## src/rtl/softrst_pkg.sv

```systemverilog
package softrst_pkg;
  localparam logic [15:0] UNLOCK_KEY = 16'hA5A5;
  localparam int KEY_LSB = 8;
  localparam int ACC_OFF = 0;
  localparam int SOFT_OFF = 4;

  typedef struct packed {
    logic trig;    // start a reset pulse
    logic rdAcc;   // read of the access register
    logic rdSoft;  // read of the soft-reset register
  } ctlStb_t;
endpackage

```

## src/rtl/softrst_ctl.sv

```systemverilog
module softrst_ctl
  import softrst_pkg::*;
#(
  parameter int ADDR_W = 4,
  parameter int DATA_W = 32
) (
  input  logic              clk,
  input  logic              rstN,
  input  logic              reqValid,
  input  logic              reqWrite,
  input  logic [ADDR_W-1:0] reqAddr,
  input  logic [DATA_W-1:0] reqWdata,
  input  logic              busy,
  input  logic              pulseDone,
  output logic              lockOpen,
  output logic              rspReady,
  output ctlStb_t           stb
);
  logic accHit, softHit, wrAcc, wrSoft, keyOk;

  assign accHit  = reqValid && (reqAddr == ADDR_W'(ACC_OFF));
  assign softHit = reqValid && (reqAddr == ADDR_W'(SOFT_OFF));
  assign wrAcc   = accHit && reqWrite && !busy;
  assign wrSoft  = softHit && reqWrite && !busy;
  assign keyOk   = (reqWdata[KEY_LSB +: 16] == UNLOCK_KEY) && reqWdata[0];

  always_comb begin
    stb        = '0;
    stb.trig   = wrSoft && lockOpen && !reqWdata[0];
    stb.rdAcc  = accHit && !reqWrite;
    stb.rdSoft = softHit && !reqWrite;
  end

  always_ff @(posedge clk or negedge rstN) begin
    if (!rstN) begin
      lockOpen <= 1'b0;
      rspReady <= 1'b0;
    end else begin
      rspReady <= reqValid;
      if (pulseDone)  lockOpen <= 1'b0;
      else if (wrAcc) lockOpen <= keyOk;
    end
  end
endmodule

```

## src/rtl/softrst_dp.sv

```systemverilog
module softrst_dp
  import softrst_pkg::*;
#(
  parameter int DATA_W    = 32,
  parameter int PULSE_LEN = 16
) (
  input  logic              clk,
  input  logic              rstN,
  input  ctlStb_t           stb,
  input  logic              lockOpen,
  output logic              busy,
  output logic              pulseDone,
  output logic              chipRstReq,
  output logic [DATA_W-1:0] rspRdata
);
  localparam int CNT_W = (PULSE_LEN > 1) ? $clog2(PULSE_LEN) : 1;
  localparam logic [CNT_W-1:0] CNT_LOAD = CNT_W'(PULSE_LEN - 1);

  logic [CNT_W-1:0]  cnt;
  logic              rstBit;
  logic [DATA_W-1:0] rdNext;

  assign pulseDone  = busy && (cnt == '0);
  assign chipRstReq = busy;

  always_comb begin
    rdNext = '0;
    if (stb.rdAcc)  rdNext[0] = lockOpen;
    if (stb.rdSoft) rdNext[0] = rstBit;
  end

  always_ff @(posedge clk or negedge rstN) begin
    if (!rstN) begin
      busy     <= 1'b0;
      cnt      <= '0;
      rstBit   <= 1'b1;
      rspRdata <= '0;
    end else begin
      rspRdata <= rdNext;
      if (stb.trig && !busy) begin
        busy   <= 1'b1;
        cnt    <= CNT_LOAD;
        rstBit <= 1'b0;
      end else if (pulseDone) begin
        busy   <= 1'b0;
        rstBit <= 1'b1;
      end else if (busy) begin
        cnt <= cnt - 1'b1;
      end
    end
  end
endmodule

```

## src/rtl/softrst_ctrl.sv

```systemverilog
module softrst_ctrl
  import softrst_pkg::*;
#(
  parameter int ADDR_W    = 4,
  parameter int DATA_W    = 32,
  parameter int PULSE_LEN = 16
) (
  input  logic              clk,
  input  logic              rstN,
  input  logic              reqValid,
  input  logic              reqWrite,
  input  logic [ADDR_W-1:0] reqAddr,
  input  logic [DATA_W-1:0] reqWdata,
  output logic              rspReady,
  output logic [DATA_W-1:0] rspRdata,
  output logic              chipRstReq
);
  ctlStb_t stb;
  logic    lockOpen, busy, pulseDone;

  softrst_ctl #(.ADDR_W(ADDR_W), .DATA_W(DATA_W)) u_ctl (
    .clk(clk), .rstN(rstN), .reqValid(reqValid), .reqWrite(reqWrite),
    .reqAddr(reqAddr), .reqWdata(reqWdata), .busy(busy),
    .pulseDone(pulseDone), .lockOpen(lockOpen), .rspReady(rspReady),
    .stb(stb)
  );

  softrst_dp #(.DATA_W(DATA_W), .PULSE_LEN(PULSE_LEN)) u_dp (
    .clk(clk), .rstN(rstN), .stb(stb), .lockOpen(lockOpen), .busy(busy),
    .pulseDone(pulseDone), .chipRstReq(chipRstReq), .rspRdata(rspRdata)
  );
endmodule

```

## config.mk

```make
export PLATFORM = sky130hd
export DESIGN_NAME = softrst_ctrl
export DESIGN_NICKNAME = d
export VERILOG_FILES = /design/src/rtl/softrst_pkg.sv /design/src/rtl/softrst_ctl.sv /design/src/rtl/softrst_dp.sv /design/src/rtl/softrst_ctrl.sv
export SDC_FILE = /design/constraint.sdc
export NUM_CORES = 1
export LEC_CHECK = 0
export ABC_AREA = 1
export BUFFER_PORTS_ARGS = -buffer_cell sky130_fd_sc_hd__buf_2
export CAP_MARGIN = 20
export CORE_ASPECT_RATIO = 1.1
export CORE_MARGIN = 2
export CORE_UTILIZATION = 33
export CTS_CLUSTER_SIZE = 30
export DETAILED_ROUTE_END_ITERATION = 10
export GPL_TIMING_DRIVEN = 1
export PLACE_DENSITY = 0.86
export SYNTH_ARGS = -nofsm -noshare
export SYNTH_HDL_FRONTEND = slang
export SYNTH_HIERARCHICAL = 1
export SYNTH_SLANG_ARGS = --single-unit
```

## constraint.sdc

```tcl
create_clock -name clk -period 1.5 [get_ports clk]
set_clock_uncertainty 0.15 [all_clocks]
set_input_delay 0.15 -clock clk [delete_from_list [all_inputs] [get_ports clk]]
set_output_delay 0.15 -clock clk [all_outputs]
set_load 0.02 [all_outputs]
```

After elaboration in Yosys (flattened, before gate mapping). Cells that the tools add are included.

Bits in registers: 9. Logic and storage cells: 43. Bits of input ports: 40. Output and inout port bits: 34.

Reductions and logical operators: 22. Muxes and demuxes: 11. Add/sub/neg operators: 1. Eq/ne operators: 3.

Operators with widths (count): 16-bit == test, second input constant (1); 1-bit logical AND (13); 4-bit two-way mux (3); 4-bit zero test (2); 1-bit two-way mux (8); 2-bit nonzero test (3); 4-bit by 3-bit == test with 1-bit output, second input constant (1); 4-bit by 1-bit subtractor with 4-bit output, second input constant (1); 1-bit zero test (3); 2-bit by 1-bit != test with 1-bit output, second input constant (1); 2-bit AND reduction (1).

Depth between registers and ports, before layout. Gate-level depths: netlist (run 1).

Depth in word-level cells: 9. Mapped depth: 11. Mapped depth without buffers: 11.

Cells and area by module. The synthesis (run 1) kept the hierarchy.

Modules (own cells, without submodules): softrst_dp (area an instance 614.3 um^2, seq. area each 176.4 um^2, cells an instance 76, times used 1); softrst_ctl (area an instance 207.7 um^2, seq. area each 50.0 um^2, cells an instance 36, times used 1).

Worst setup path after synthesis (run 1). OpenSTA, ideal clock, no wires.

Path type: register -> register. Start point: register u_dp.cnt[0]. End point: register u_ctl.lockOpen. Period minus slack after synthesis: 1.387 ns. Data required time: 1.288 ns. Stages on the path, launching flop included: 12. Buffers on the path: 0. Library setup time: 0.062 ns. Setup slack: 0.113 ns. Arrival: 1.174 ns. Path through: dfrtp_1 -> inv_1 -> ha_1 -> nand4_1 -> inv_1 -> nor2_1 -> nand3_1 -> nor2_1 -> nand2_2 -> nand2_1 -> nand2_1 -> inv_1.

Longest elaborated chain between the ends: 3. Elaborated cells on any way between the ends: 4. Those cells by class: mux (1); reduce/logical (3).

Ends and longest elaborated chain: from (decl) (line softrst_dp.sv:19) `logic [CNT_W-1:0] cnt;`; from (signal assigned) (line softrst_dp.sv:48) `cnt <= cnt - 1'b1;`; 4-bit zero test (*) (line softrst_dp.sv:23) `assign pulseDone = busy && (cnt == '0);`; 1-bit logical AND (*) (line softrst_dp.sv:23); named net pulseDone (line softrst_ctrl.sv:19) `logic lockOpen, busy, pulseDone;`; 1-bit two-way mux / 2-bit nonzero test (equally long branches); to (signal assigned) (line softrst_ctl.sv:41) `else if (wrAcc) lockOpen <= keyOk;`; to (decl) (line softrst_ctl.sv:15) `output logic lockOpen,`.

Mark *: on every way through the listed nets, which the timed path passes. The rest lies on a longest branch. A chain may end at the register's enable or synchronous reset.

Worst setup path in the final report (run 1). Ends and elaborated chain as after synthesis.

==> summary.md, run 1 <==
| Metric | Value |
|---|---|
| Outcome | `completed` |
| Async SR Flop Fraction | `100%` |
| EDFF count, synth | `0` |
| Dominant cell type by area after synthesis | `buf_4` |
| Hold Path Stages | `4` |
| Area Overhead vs Synth | `19.9%` |
| Synth warnings | `6` |
| FMAX | `0.697 GHz` |
| Power Density | `704 nW/um^2` |
| Part of the cycle the worst path needs | `95.6%` |
| Hold Crit Class | `in2reg` |
| Largest net degree at the start of global routing | `10` |
| Die X | `51.6 um` |
| IO Count | `74` |
| Startpoint types | `flip-flop` |
| CTS tree | `yes` |
| Reg2reg path depth | `11` |
| Core Box Area | `2300 um^2` |
| Crit path max fanout | `3` |
| Drt drc | `0` |
| Syn avg cell area | `7.34 um^2` |
| Die H | `56.3 um` |
| Mapped Cells | `112` |
| Via count | `713` |
| Antenna Nets Post-Route | `0` |
| RSZ-0062 raised after global routing | `true` |
| Register area share after synthesis | `27.5%` |
| Maximum clock path buffer count | `2` |
| Dominant synthesized flop cell | `dfrtp_1` |
| Reg2reg start | `u_dp/cnt[0]$_DFFE_PN0P_` |
| Hold Violations, Final | `0` |
| Dpl hpwl | `1.31 mm` |
| Setup crit end kind | `flip-flop` |
| Total global routing overflow | `0` |
| Num Clock Sinks | `9` |
| Mapped Area | `822 um^2` |
| Finished Layout Cells | `178` |
| Routed WL per cell | `9.34 um` |
| Layout cells sized above 1 | `37.8%` |
| Vias in the first global route | `641` |
| Final Util | `42.9%` |
| Maximum vdd drop | `0.288 mV` |
| Post-route setup slack | `0.0655 ns` |
| Initial antenna violation count | `0` |
| Final Max Tran Viols | `0` |
| RR Endpoint | `u_ctl/lockOpen$_DFFE_PN0P_` |
| Distinct cells, synth | `20` |
| Routed vias/inst | `4.01` |
| Synth top cells by count | `buf_4, nor2_1, inv_1` |
| R2R setup slack | `0.07 ns` |
| WP data arrival | `1.48 ns` |
| Worst path required time | `1.55 ns` |
| Hold Crit Start | `reqWrite` |
| Number of antenna repair diodes | `0` |
| Fin nets | `191` |
| TritonCTS buffer count | `3` |
| Static Leak | `0.000555 uW` |
| # rows | `18` |
| Initial Util | `35.8%` |
| DP Worst Slack | `-0.0117 ns` |
| Final Total Pwr | `694 uW` |
| Global-route wire length before repair | `2.49 mm` |
| Die area | `2910 um^2` |
| Clock Latency Late Sink | `0.25 ns` |
| Clock-pin slew of the registers on the worst-case setup and hold paths | `0.07 ns` |
| Total Wirelength | `1.66 mm` |
| H-tree levels | `1` |
| Share of the synthesized area in the top cell type | `29.2%` |
| Post-route minimum period | `1.43 ns` |
| All-Layer GR Usage | `11.4%` |
| Max_cap viols | `0` |
| DRT iter0 DRCs | `13` |
| Endpoints failing setup | `0` |
| Flops & latches, synth | `9` |
| Most frequent cell after synthesis | `buf_4` |
| # port buffers | `27` |
| Fin Setup TNS | `0 ns` |
| Worst Setup Path Type | `reg2reg` |
| Root Driver | `clkbuf_4` |
| Synth top area cells | `buf_4, dfrtp_1, nand3_1` |
| Placed Cells | `170` |
| Final Wtd Congestion | `0.781` |
| WHS Endpoint | `u_dp/rspRdata[0]$_DFF_PN0_` |
| Pre-antenna DRT Iters | `4` |
-- cell families after synthesis --
logic type / Yosys count / synth area share [%]
buf+inv: 47 / 36.1
fa+ha+maj: 2 / 3.04
simple gates: 47 / 28.9
flops: 9 / 27.5
other cells: 1 / 0.456
compound gates: 6 / 3.96
-- metal layers --
layer / part of all wire, % / up-vias / GRT usage (%)
li1: - / 353 / -
met1: 33 / 316 / 11.2
met2: 56 / 40 / 20.9
met3: 8.5 / 4 / 2.66
met4: 2.6 / 0 / 6.77
met5: 0 / - / 0
-- sequential cells by signal (all words and copies together), names as in the netlist --
register	flops
u_dp/cnt	4
u_dp/rspRdata	1
u_dp/rstBit	1
u_ctl/rspReady	1
u_dp/busy	1
u_ctl/lockOpen	1
-- power breakdown --
part	switching (uW)	internal, uW	leakage, uW	total, uW
registers	13.3	263	0.000118	276
logic	148	79.7	0.000423	228
clock network	87.3	102	0.0000150	190
-- critical path, stage by stage, from the launching register on --
cell	delay, ns
dfrtp_1	0.37
inv_2	0.06
ha_4	0.15
nand4_1	0.11
inv_2	0.07
nor2_4	0.11
nand3_2	0.09
nor2_2	0.09
nand2_2	0.04
nand2_1	0.05
nand2_1	0.04
inv_1	0.04
-- through the flow --
stage	area, um^2	hold WS (ns)
floorplan	935	-0.296
global placement	890	-0.136
detailed placement	890	-0.136
CTS	938	0.0489
global route	986	0.0743
finish	986	0.0637
-- placed cells by master (no fill, tap or decap) --
cell type	Yosys	routed
nor2_4	1	3
ha_4	0	1
o21a_1	1	1
conb_1	1	31
nand3_1	11	10
clkbuf_1	0	1
a21oi_1	1	1
clkbuf_4	0	3
nor2_2	5	5
nand2_4	1	1
nor2_1	13	11
dlygate4sd3_1	0	2
nand2_2	2	2
nand3_2	1	2
ha_1	2	1
nand3b_1	1	1
inv_4	0	1
buf_2	0	27
inv_2	3	5
dfstp_2	1	1
inv_1	12	9
nand4_1	2	2
o21ai_0	4	4
dfrtp_1	8	8
buf_4	32	5
nand2_1	10	10
-- worst max path at each step --
stage	start	to	slack (ns)
floorplan	u_dp/cnt[0]$_DFFE_PN0P_	u_ctl/lockOpen$_DFFE_PN0P_	0.11
global placement	u_dp/cnt[0]$_DFFE_PN0P_	u_ctl/lockOpen$_DFFE_PN0P_	0.07
detailed placement	u_dp/cnt[0]$_DFFE_PN0P_	u_ctl/lockOpen$_DFFE_PN0P_	-0.01
CTS	u_dp/cnt[0]$_DFFE_PN0P_	u_ctl/lockOpen$_DFFE_PN0P_	0.002
global route	u_dp/cnt[0]$_DFFE_PN0P_	u_ctl/lockOpen$_DFFE_PN0P_	-0.06
finish	u_dp/cnt[0]$_DFFE_PN0P_	u_ctl/lockOpen$_DFFE_PN0P_	0.07
-- timing repair --
action                     in CTS  in global routing
hold buffers                    2                  0
gates cloned                    0                  0
setup endpoints to repair       1                  3
pin swaps                       2                  6
hold endpoints to repair       10                  0
setup buffers                   0                  2
resized for setup               1                 10
-- layout make-up --
cell class | count | area (um^2)
Clock buffer | 4 | 26.3
Fill cell | 239 | 1310
Inverter | 15 | 58.8
Multi-Input combinational cell | 86 | 444
Sequential cell | 9 | 226
Tap cell | 30 | 37.5
Timing Repair Buffer | 34 | 193
(Power assumes the default switching activity.)
==> run 2, diff against run 1 <==
==> constraint.sdc (replaced) <==
create_clock -name clk -period 1.5 [get_ports clk]
set_clock_uncertainty 0.15 [all_clocks]
set_input_delay 0.075 -clock clk [delete_from_list [all_inputs] [get_ports clk]]
set_output_delay 0.075 -clock clk [all_outputs]
set_load 0.02 [all_outputs]
==> run 2 against run 1 <==
- register-to-register slack hardly changed
- worst setup slack barely moved
- clock-buffer cell count stayed put
==> summary.md, run 2 (synthesis gave the netlist of run 1 again) <==
| Metric | Value |
|---|---|
| Max_cap viols | `0 (unchanged)` |
| Final Util | `43.4% (+0.44 points)` |
| Vias in the first global route | `649 (+1.2%)` |
| Layout cells sized above 1 | `37.6% (-0.25 points)` |
| Largest net degree at the start of global routing | `10 (unchanged)` |
| Final Max Tran Viols | `0 (unchanged)` |
| # rows | `18 (unchanged)` |
| Worst Setup Path Type | `reg2reg` |
| Static Leak | `0.000560 uW (+0.75%)` |
| Dpl hpwl | `1.31 mm (unchanged)` |
| Most frequent cells in the layout | `conb_1, buf_2, nor2_1, nand3_1, nand2_1` |
| RR Endpoint | `u_ctl/lockOpen$_DFFE_PN0P_` |
| Max reg flops | `4 (unchanged)` |
| Part of the cycle the worst path needs | `95.7% (about the same)` |
| Die X | `51.6 um (unchanged)` |
| Worst path required time | `1.55 ns (about the same)` |
| Outcome | `completed` |
| Endpoints failing setup | `0 (unchanged)` |
| Die area | `2910 um^2 (unchanged)` |
| Via count | `714 (+0.14%)` |
| Reg2reg path depth | `11 (unchanged)` |
| R2R setup slack | `0.07 ns (about the same)` |
| Root Driver | `clkbuf_4` |
| Power Density | `698 nW/um^2 (-0.74%)` |
| Antenna Nets Post-Route | `0 (unchanged)` |
| Startpoint types | `flip-flop` |
| Num Clock Sinks | `9 (unchanged)` |
| WP data arrival | `1.48 ns (about the same)` |
| Initial Util | `35.8% (unchanged)` |
| Post-route minimum period | `1.43 ns (+0.000296 ns)` |
| H-tree levels | `1 (unchanged)` |
| Crit path max fanout | `3 (unchanged)` |
| Clock-pin slew of the registers on the worst-case setup and hold paths | `0.06 ns (about the same)` |
| Placed Cells | `170 (unchanged)` |
| Final Wtd Congestion | `0.781 (unchanged)` |
| Hold Violations, Final | `0 (unchanged)` |
| Core Box Area | `2300 um^2 (unchanged)` |
| Total global routing overflow | `0 (unchanged)` |
| All-Layer GR Usage | `11.5% (+0.11 points)` |
| Reg2reg start | `u_dp/cnt[0]$_DFFE_PN0P_` |
| Drt drc | `0 (unchanged)` |
| Clock Latency Late Sink | `0.25 ns (about the same)` |
| Routed WL per cell | `9.32 um (-0.20%)` |
| DRT iter0 DRCs | `13 (unchanged)` |
| Area post-placement | `890 um^2 (unchanged)` |
| Fin nets | `192 (+0.52%)` |
| Maximum clock path buffer count | `2 (unchanged)` |
| Die H | `56.3 um (unchanged)` |
| CTS tree | `yes` |
| Largest register by flop count | `u_dp/cnt` |
| Area Overhead vs Synth | `21.2%` |
| Maximum vdd drop | `0.288 mV (-0.19%)` |
| TritonCTS buffer count | `3 (unchanged)` |
| Finished Layout Cells | `179 (+0.56%)` |
| Post-route design area | `996 um^2 (+1.0%)` |
| Most common cell after layout, fill and taps aside | `conb_1` |
| Total Wirelength | `1.67 mm (+0.36%)` |
| # port buffers | `27 (unchanged)` |
| Routed vias/inst | `3.99 (-0.42%)` |
| Initial antenna violation count | `0 (unchanged)` |
| Fin Setup TNS | `0 ns (unchanged)` |
| Pre-antenna DRT Iters | `4 (unchanged)` |
| Hold Crit Class | `in2async` |
| FMAX | `0.697 GHz (about the same)` |
| Global-route wire length before repair | `2.52 mm (+1.1%)` |
| RSZ-0062 raised after global routing | `true` |
| Setup crit end kind | `flip-flop` |
| IO Count | `74 (unchanged)` |
| Number of antenna repair diodes | `0 (unchanged)` |
-- run 2: cell type report --
cell class	count	area [um^2]
inverters	15	58.8
repair buffers	35	203
well taps	30	37.5
clock buffers	4	26.3
flip-flops and latches	9	226
multi-input cells	86	444
fillers	238	1300
-- run 2: layer usage --
metal  part of all wire, %  up-vias  global-route usage [%]
met2                    56       39                    21.1
li1                      -      355                       -
met1                    33      316                    11.3
met3                   8.6        4                    2.66
met5                     0        -                       0
met4                   2.6        0                    6.77
-- run 2: metrics by stage --
| step | setup slack (ns) | total power (uW) | hold slack [ns] |
|---|---|---|---|
| 2_1_floorplan | 0.113 | 484 | -0.371 |
| 3_3_place_gp | 0.0652 | 477 | -0.211 |
| 3_5_place_dp | -0.0117 | 482 | -0.211 |
| 4_1_cts | 0.00218 | 677 | 0.0535 |
| 5_1_grt | -0.0635 | 740 | 0.0867 |
| 6_report | 0.0652 | 696 | 0.0532 |
-- run 2: report_power, final --
group | internal [uW] | total, uW | switching, uW
logic | 81.4 | 230 | 148
clock network | 102 | 189 | 87.0
registers | 263 | 276 | 13.4
-- run 2: worst max-delay path, stage by stage (launching register included) --
cell and delay, ns:
dfrtp_1 0.37, inv_2 0.06, ha_4 0.15, nand4_1 0.11, inv_2 0.07, nor2_4 0.11
nand3_2 0.09, nor2_2 0.09, nand2_2 0.04, nand2_1 0.05, nand2_1 0.04, inv_1 0.04
-- run 2: how the worst max path moves through the flow --
stage	from	to	slack (ns)	cells after the start
finish	u_dp/cnt[0]$_DFFE_PN0P_	u_ctl/lockOpen$_DFFE_PN0P_	0.07	11
global route	u_dp/cnt[0]$_DFFE_PN0P_	u_ctl/lockOpen$_DFFE_PN0P_	-0.06	11
CTS	u_dp/cnt[0]$_DFFE_PN0P_	u_ctl/lockOpen$_DFFE_PN0P_	0.002	11
detailed placement	u_dp/cnt[0]$_DFFE_PN0P_	u_ctl/lockOpen$_DFFE_PN0P_	-0.01	11
global placement	u_dp/cnt[0]$_DFFE_PN0P_	u_ctl/lockOpen$_DFFE_PN0P_	0.07	11
floorplan	u_dp/cnt[0]$_DFFE_PN0P_	u_ctl/lockOpen$_DFFE_PN0P_	0.11	11
-- run 2: what timing repair did --
action,in CTS,in global routing
endpoints found under the hold margin,11,0
buffers inserted,0,2
hold buffers,3,0
pin swaps,2,6
setup endpoints to repair,1,3
resized for setup,1,10
